## src/rtl/rx_irq_coalesce.sv

```systemverilog
module rx_irq_coalesce #(
  parameter int TIME_W  = 16,
  parameter int BYTE_W  = 16,
  parameter int FRAME_W = 8,
  parameter int LEN_W   = 11
) (
  input  logic               clk,
  input  logic               rst_n,
  input  logic               enq_valid,
  input  logic [LEN_W-1:0]   enq_len,
  input  logic               deq_valid,
  input  logic [LEN_W-1:0]   deq_len,
  input  logic [TIME_W-1:0]  time_thresh,
  input  logic [BYTE_W-1:0]  byte_thresh,
  input  logic [FRAME_W-1:0] frame_thresh,
  input  logic               time_en,
  input  logic               byte_en,
  input  logic               frame_en,
  input  logic               irq_ack,
  output logic               irq,
  output logic               cause_time,
  output logic               cause_byte,
  output logic               cause_frame
);
  localparam logic [TIME_W-1:0]  TIME_MAX = '1;
  localparam logic [FRAME_W-1:0] ONE_F    = FRAME_W'(1);

  logic [TIME_W-1:0]  age_q;
  logic [BYTE_W-1:0]  bytes_q, bytes_nxt;
  logic [FRAME_W-1:0] frames_q, frames_nxt;
  logic               deq_ok;
  logic [2:0]         hit;

  assign deq_ok = deq_valid && (frames_q != '0 || enq_valid);

  assign frames_nxt = frames_q + (enq_valid ? ONE_F : '0) - (deq_ok ? ONE_F : '0);
  assign bytes_nxt  = bytes_q + (enq_valid ? BYTE_W'(enq_len) : '0)
                              - (deq_ok ? BYTE_W'(deq_len) : '0);

  assign hit = {time_en  && (age_q    > time_thresh),
                byte_en  && (bytes_q  > byte_thresh),
                frame_en && (frames_q > frame_thresh)};

  always_ff @(posedge clk or negedge rst_n) begin
    if (!rst_n) begin
      frames_q <= '0;
      bytes_q  <= '0;
      age_q    <= '0;
    end else begin
      frames_q <= frames_nxt;
      bytes_q  <= bytes_nxt;
      if (frames_nxt == '0 || frames_q == '0)
        age_q <= '0;
      else if (age_q != TIME_MAX)
        age_q <= age_q + 1'b1;
    end
  end

  always_ff @(posedge clk or negedge rst_n) begin
    if (!rst_n) begin
      irq <= 1'b0;
      {cause_time, cause_byte, cause_frame} <= '0;
    end else begin
      irq <= irq_ack ? 1'b0 : (irq | (|hit));
      if (irq_ack)
        {cause_time, cause_byte, cause_frame} <= hit;
    end
  end

  AST_IRQ_STICKY: assert property (@(posedge clk) disable iff (!rst_n)
    irq && !irq_ack |=> irq);
  AST_ACK_CLEARS: assert property (@(posedge clk) disable iff (!rst_n)
    irq_ack |=> !irq);
  AST_CAUSE_HOLD: assert property (@(posedge clk) disable iff (!rst_n)
    !irq_ack |=> $stable({cause_time, cause_byte, cause_frame}));
  AST_DISABLED_QUIET: assert property (@(posedge clk) disable iff (!rst_n)
    !(time_en || byte_en || frame_en) && !irq |=> !irq);
  AST_AGE_IDLE: assert property (@(posedge clk) disable iff (!rst_n)
    frames_q == '0 |-> age_q == '0);
  AST_NO_UNDERFLOW: assert property (@(posedge clk) disable iff (!rst_n)
    deq_valid && !enq_valid && frames_q == '0 |=> frames_q == '0);
endmodule

```

## config.mk

```make
export PLATFORM = sky130hd
export DESIGN_NAME = rx_irq_coalesce
export DESIGN_NICKNAME = d
export VERILOG_FILES = /design/src/rtl/rx_irq_coalesce.sv
export SDC_FILE = /design/constraint.sdc
export NUM_CORES = 1
export LEC_CHECK = 0
export ABC_AREA = 1
export BUFFER_PORTS_ARGS = -buffer_cell sky130_fd_sc_hd__buf_2
export CORE_UTILIZATION = 52
export CTS_CLUSTER_DIAMETER = 30
export CTS_CLUSTER_SIZE = 12
export DETAILED_ROUTE_END_ITERATION = 6
export GPL_ROUTABILITY_DRIVEN = 1
export PLACE_DENSITY = 0.75
export SLEW_MARGIN = 20
export SYNTH_ARGS = -nofsm -noshare
export SYNTH_HDL_FRONTEND = slang
export SYNTH_SLANG_ARGS = --single-unit
export TNS_END_PERCENT = 100
```

## constraint.sdc

```tcl
create_clock -name clk -period 3.1 [get_ports clk]
set_input_delay 0.31 -clock clk [delete_from_list [all_inputs] [get_ports clk]]
set_output_delay 0.31 -clock clk [all_outputs]
set_load 0.005 [all_outputs]
```

==> flow_metrics.env <==
export IMPL_worstSetupEndpointType="flop"
export IMPL_io_buffers=73
export IMPL_synth_fp_nets=764
export IMPL_path_class="flop to flop"
export IMPL_worst_slew_pin_slew_ns=0.601
export IMPL_wl_mm=10.4
export IMPL_grt_max_degree=45
export IMPL_status="completed"
export IMPL_io_pins=74
export IMPL_ant_nets=0
export IMPL_rsz0062_at_grt="true"
export IMPL_synth_area_mux_share_pct=0
export IMPL_cp_arrival_ns=3.17
export IMPL_worstHoldPathType="primary input to asynchronous set/reset pin"
export IMPL_first_iter_violations=138
export IMPL_postLayoutSetupSlackWorst_ns=0.123
export IMPL_postLayoutCoreUtil_pct=65.8
export IMPL_drtPass1Iterations=4
export IMPL_path_clk_slew_ns=0.09
export IMPL_cts_sinks=44
export IMPL_fin_cells=818
export IMPL_die_y_um=94.4
export IMPL_max_slew_margin_pct=59.9
export IMPL_min_period_over_period_pct=96.0
export IMPL_grt_pass1_vias=4067
export IMPL_cap_violations=0
export IMPL_coreArea_mm2=0.00826
export IMPL_syn_inst=614
export IMPL_async_flop_share_pct=100
export IMPL_yosysTopAreaCellShare_pct=24.8
export IMPL_critPathSlowestCell="dfrtp_1"
export IMPL_synth_adder_area_share_pct=24.6
export IMPL_power_density_mw_per_mm2=1020
export IMPL_initial_core_util_pct=53.7
export IMPL_setup_violations=0
export IMPL_syn2layout_area_growth_pct=22.5
export IMPL_drive_above_1_share_pct=23.3
export IMPL_nets=862
export IMPL_htree_levels=2
export IMPL_yosys_area_top_type="dfrtp_1"
export IMPL_dpl_worst_slack_ns=-0.0722
export IMPL_slew_violations=0
export IMPL_synth_top_family_by_area="simple AND/OR/NAND/NOR gates"
export IMPL_power_leakage_nw=3.14
export IMPL_startpoint_type="flop"
export IMPL_ff2ff_path_depth=17
export IMPL_synth_ff_type="dfrtp_1"
export IMPL_fin_total_pwr_mw=5.57
export IMPL_critical_path_max_fanout=8
export IMPL_synth_seq_cells=44
export IMPL_final_hold_violation_count=0
export IMPL_synthDistinctLibCells=34
export IMPL_hpwl_mm=8.05
export IMPL_cts_root_buf="clkbuf_8"
export IMPL_ys_seq_area_share_pct=24.8
export IMPL_synth_compound_area_share_pct=8.94
export IMPL_antenna_found_initial=0
export IMPL_synth_avg_cell_area_um2=7.23
export IMPL_timing_final_crit_period_ns=2.98
export IMPL_clock_skew_final_ns=0.00465
export IMPL_fp_dieW_um=94.4
export IMPL_synthSimpleGateAreaFrac_pct=25.0
export IMPL_cp_required_ns=3.29
export IMPL_clk_latency_ns=0.30
export IMPL_route_detailed_drc=0
export IMPL_yosysWarnings=0
export IMPL_cp_slowest_stage_delay_ns=0.40
export IMPL_num_vias=4158
export IMPL_cts_max_path_buffers=2
export IMPL_fmax_mhz=336
export IMPL_grt_usage_pct=23.8
export IMPL_critPathTopFamily="adder cells"
export IMPL_die_area_mm2=0.00891
export IMPL_row_count=33
export IMPL_vias_per_cell=5.08
export IMPL_place_inst=804
export IMPL_crit_cells=17
export IMPL_grt_overflow_total=0
export IMPL_irDropWorstVdd_mv=0.701
export IMPL_gp_congestion=0.880
export IMPL_wl_per_cell_um=12.7
export IMPL_synthXorXnorAreaFrac_pct=3.35
export IMPL_path_cells="inv_2, ha_4, nand4_1, o21ai_1, buf_4, inv_2, ha_4, inv_2, ha_4, fa_2, xor2_2, nor3_2, nand3_1, nor2_2, nand2_4, nand2_8, nor2_2"
export IMPL_mappedNetlistArea_mm2=0.00444
export IMPL_cts_tree="built"
export IMPL_synthTopCellsByArea="dfrtp_1 25%, ha_1 19%, inv_1 13%"
export IMPL_synth_edf_count=0
export IMPL_num_antenna_cells=0
export IMPL_grt_pass1_wl_mm=16.8
export IMPL_cts_made_buffers=5
export IMPL_crit_buf_inv=4
-- report_power, final --
group | switching [mW] | leakage (nW) | internal (mW)
Combinational | 2.33 | 2.54 | 1.77
Sequential | 0.189 | 0.541 | 0.843
Clock | 0.205 | 0.0552 | 0.240
-- cells in the mapped netlist, types with 2 or more instances --
library cell,n
a21boi_0,2
a21o_1,4
a21oi_1,36
a31oi_1,2
buf_2,2
dfrtp_1,44
fa_1,12
ha_1,68
inv_1,148
nand2_1,131
nand2_2,5
nand3_1,28
nand3_2,2
nand3b_1,4
nand4_1,10
nor2_1,46
nor2_2,11
nor2_4,2
nor3_1,5
o21a_1,3
o21ai_0,20
o21bai_1,2
xnor2_1,4
xor2_1,13
-- stage by stage --
stage	area, um^2	setup TNS (ns)	hold WS [ns]
floorplan	4440	0	0.0144
global placement	5020	0	0.462
detailed placement	5020	-0.630	0.471
CTS	5170	0	0.225
global route	5440	-0.644	0.0622
finish	5440	0	0.00880
-- worst paths after layout --
check,from,to,slack [ns]
worst max-delay path,frames_q[4],age_q[12],0.12
worst min-delay path,rst_n,bytes_q[6],0.009
worst max register to register,frames_q[4],age_q[12],0.12
worst min register to register,cause_frame,cause_frame,0.48
max in group asynchronous,rst_n,frames_q[2],2.68
min in group clk,irq_ack,cause_frame,0.24
-- final cells by class --
class	count	area, um^2
Clock buffer	6	72.6
Clock inverter	2	35.0
Fill cell	702	2820
Inverter	148	556
Multi-Input combinational cell	419	3010
Sequential cell	44	1100
Tap cell	105	131
Timing Repair Buffer	94	529
-- cell families (layout without fill, tap and decap cells) --
group,count (synthesis),in the layout
flops,44,44
buf+inv,152,250
fa+ha+maj,80,80
simple gates,249,250
compound gates,72,72
xor+xnor,17,17
-- worst register-to-register path: cells and delay by family (launching register included) --
kind / cells / cell delay (ns)
buffers and inverters: 4 / 0.36
DFF: 1 / 0.40
AOI/OAI and AO/OA: 1 / 0.15
and+or+nand+nor: 7 / 0.82
adders and majority gates: 4 / 0.94
xor gates and xnor gates: 1 / 0.18
-- repair_timing --
action	4_1_cts	5_1_grt
hold buffers	0	0
endpoints found under the hold margin	0	0
pin swaps	2	20
buffers inserted	0	5
cloned	1	0
resized for setup	6	46
setup endpoints to repair	18	25
-- cell usage in the layout (no fill, tap or decap), drive strengths merged, types with 2 or more instances in the layout --
cell type	n
inv	148
nand2	138
buf	94
ha	68
nor2	59
dfrtp	44
a21oi	37
nand3	30
o21ai	21
xor2	13
fa	12
nand4	11
clkbuf	6
nor3	6
nand3b	4
a21o	4
xnor2	4
o21a	3
o21bai	2
a31oi	2
a21boi	2
-- sequential cells by signal (all words and copies together), names as in the netlist --
signal / cells
bytes_q: 16
cause_time: 1
irq: 1
frames_q: 8
cause_frame: 1
age_q: 16
cause_byte: 1
-- per-layer routing --
layer / part of all wire [%] / GRT usage (%)
met1: 43 / 28.0
met2: 52 / 45.5
met3: 3.1 / 2.25
met4: 1.7 / 6.54
met5: 0 / 0
Power figures use the tool's default switching activity.
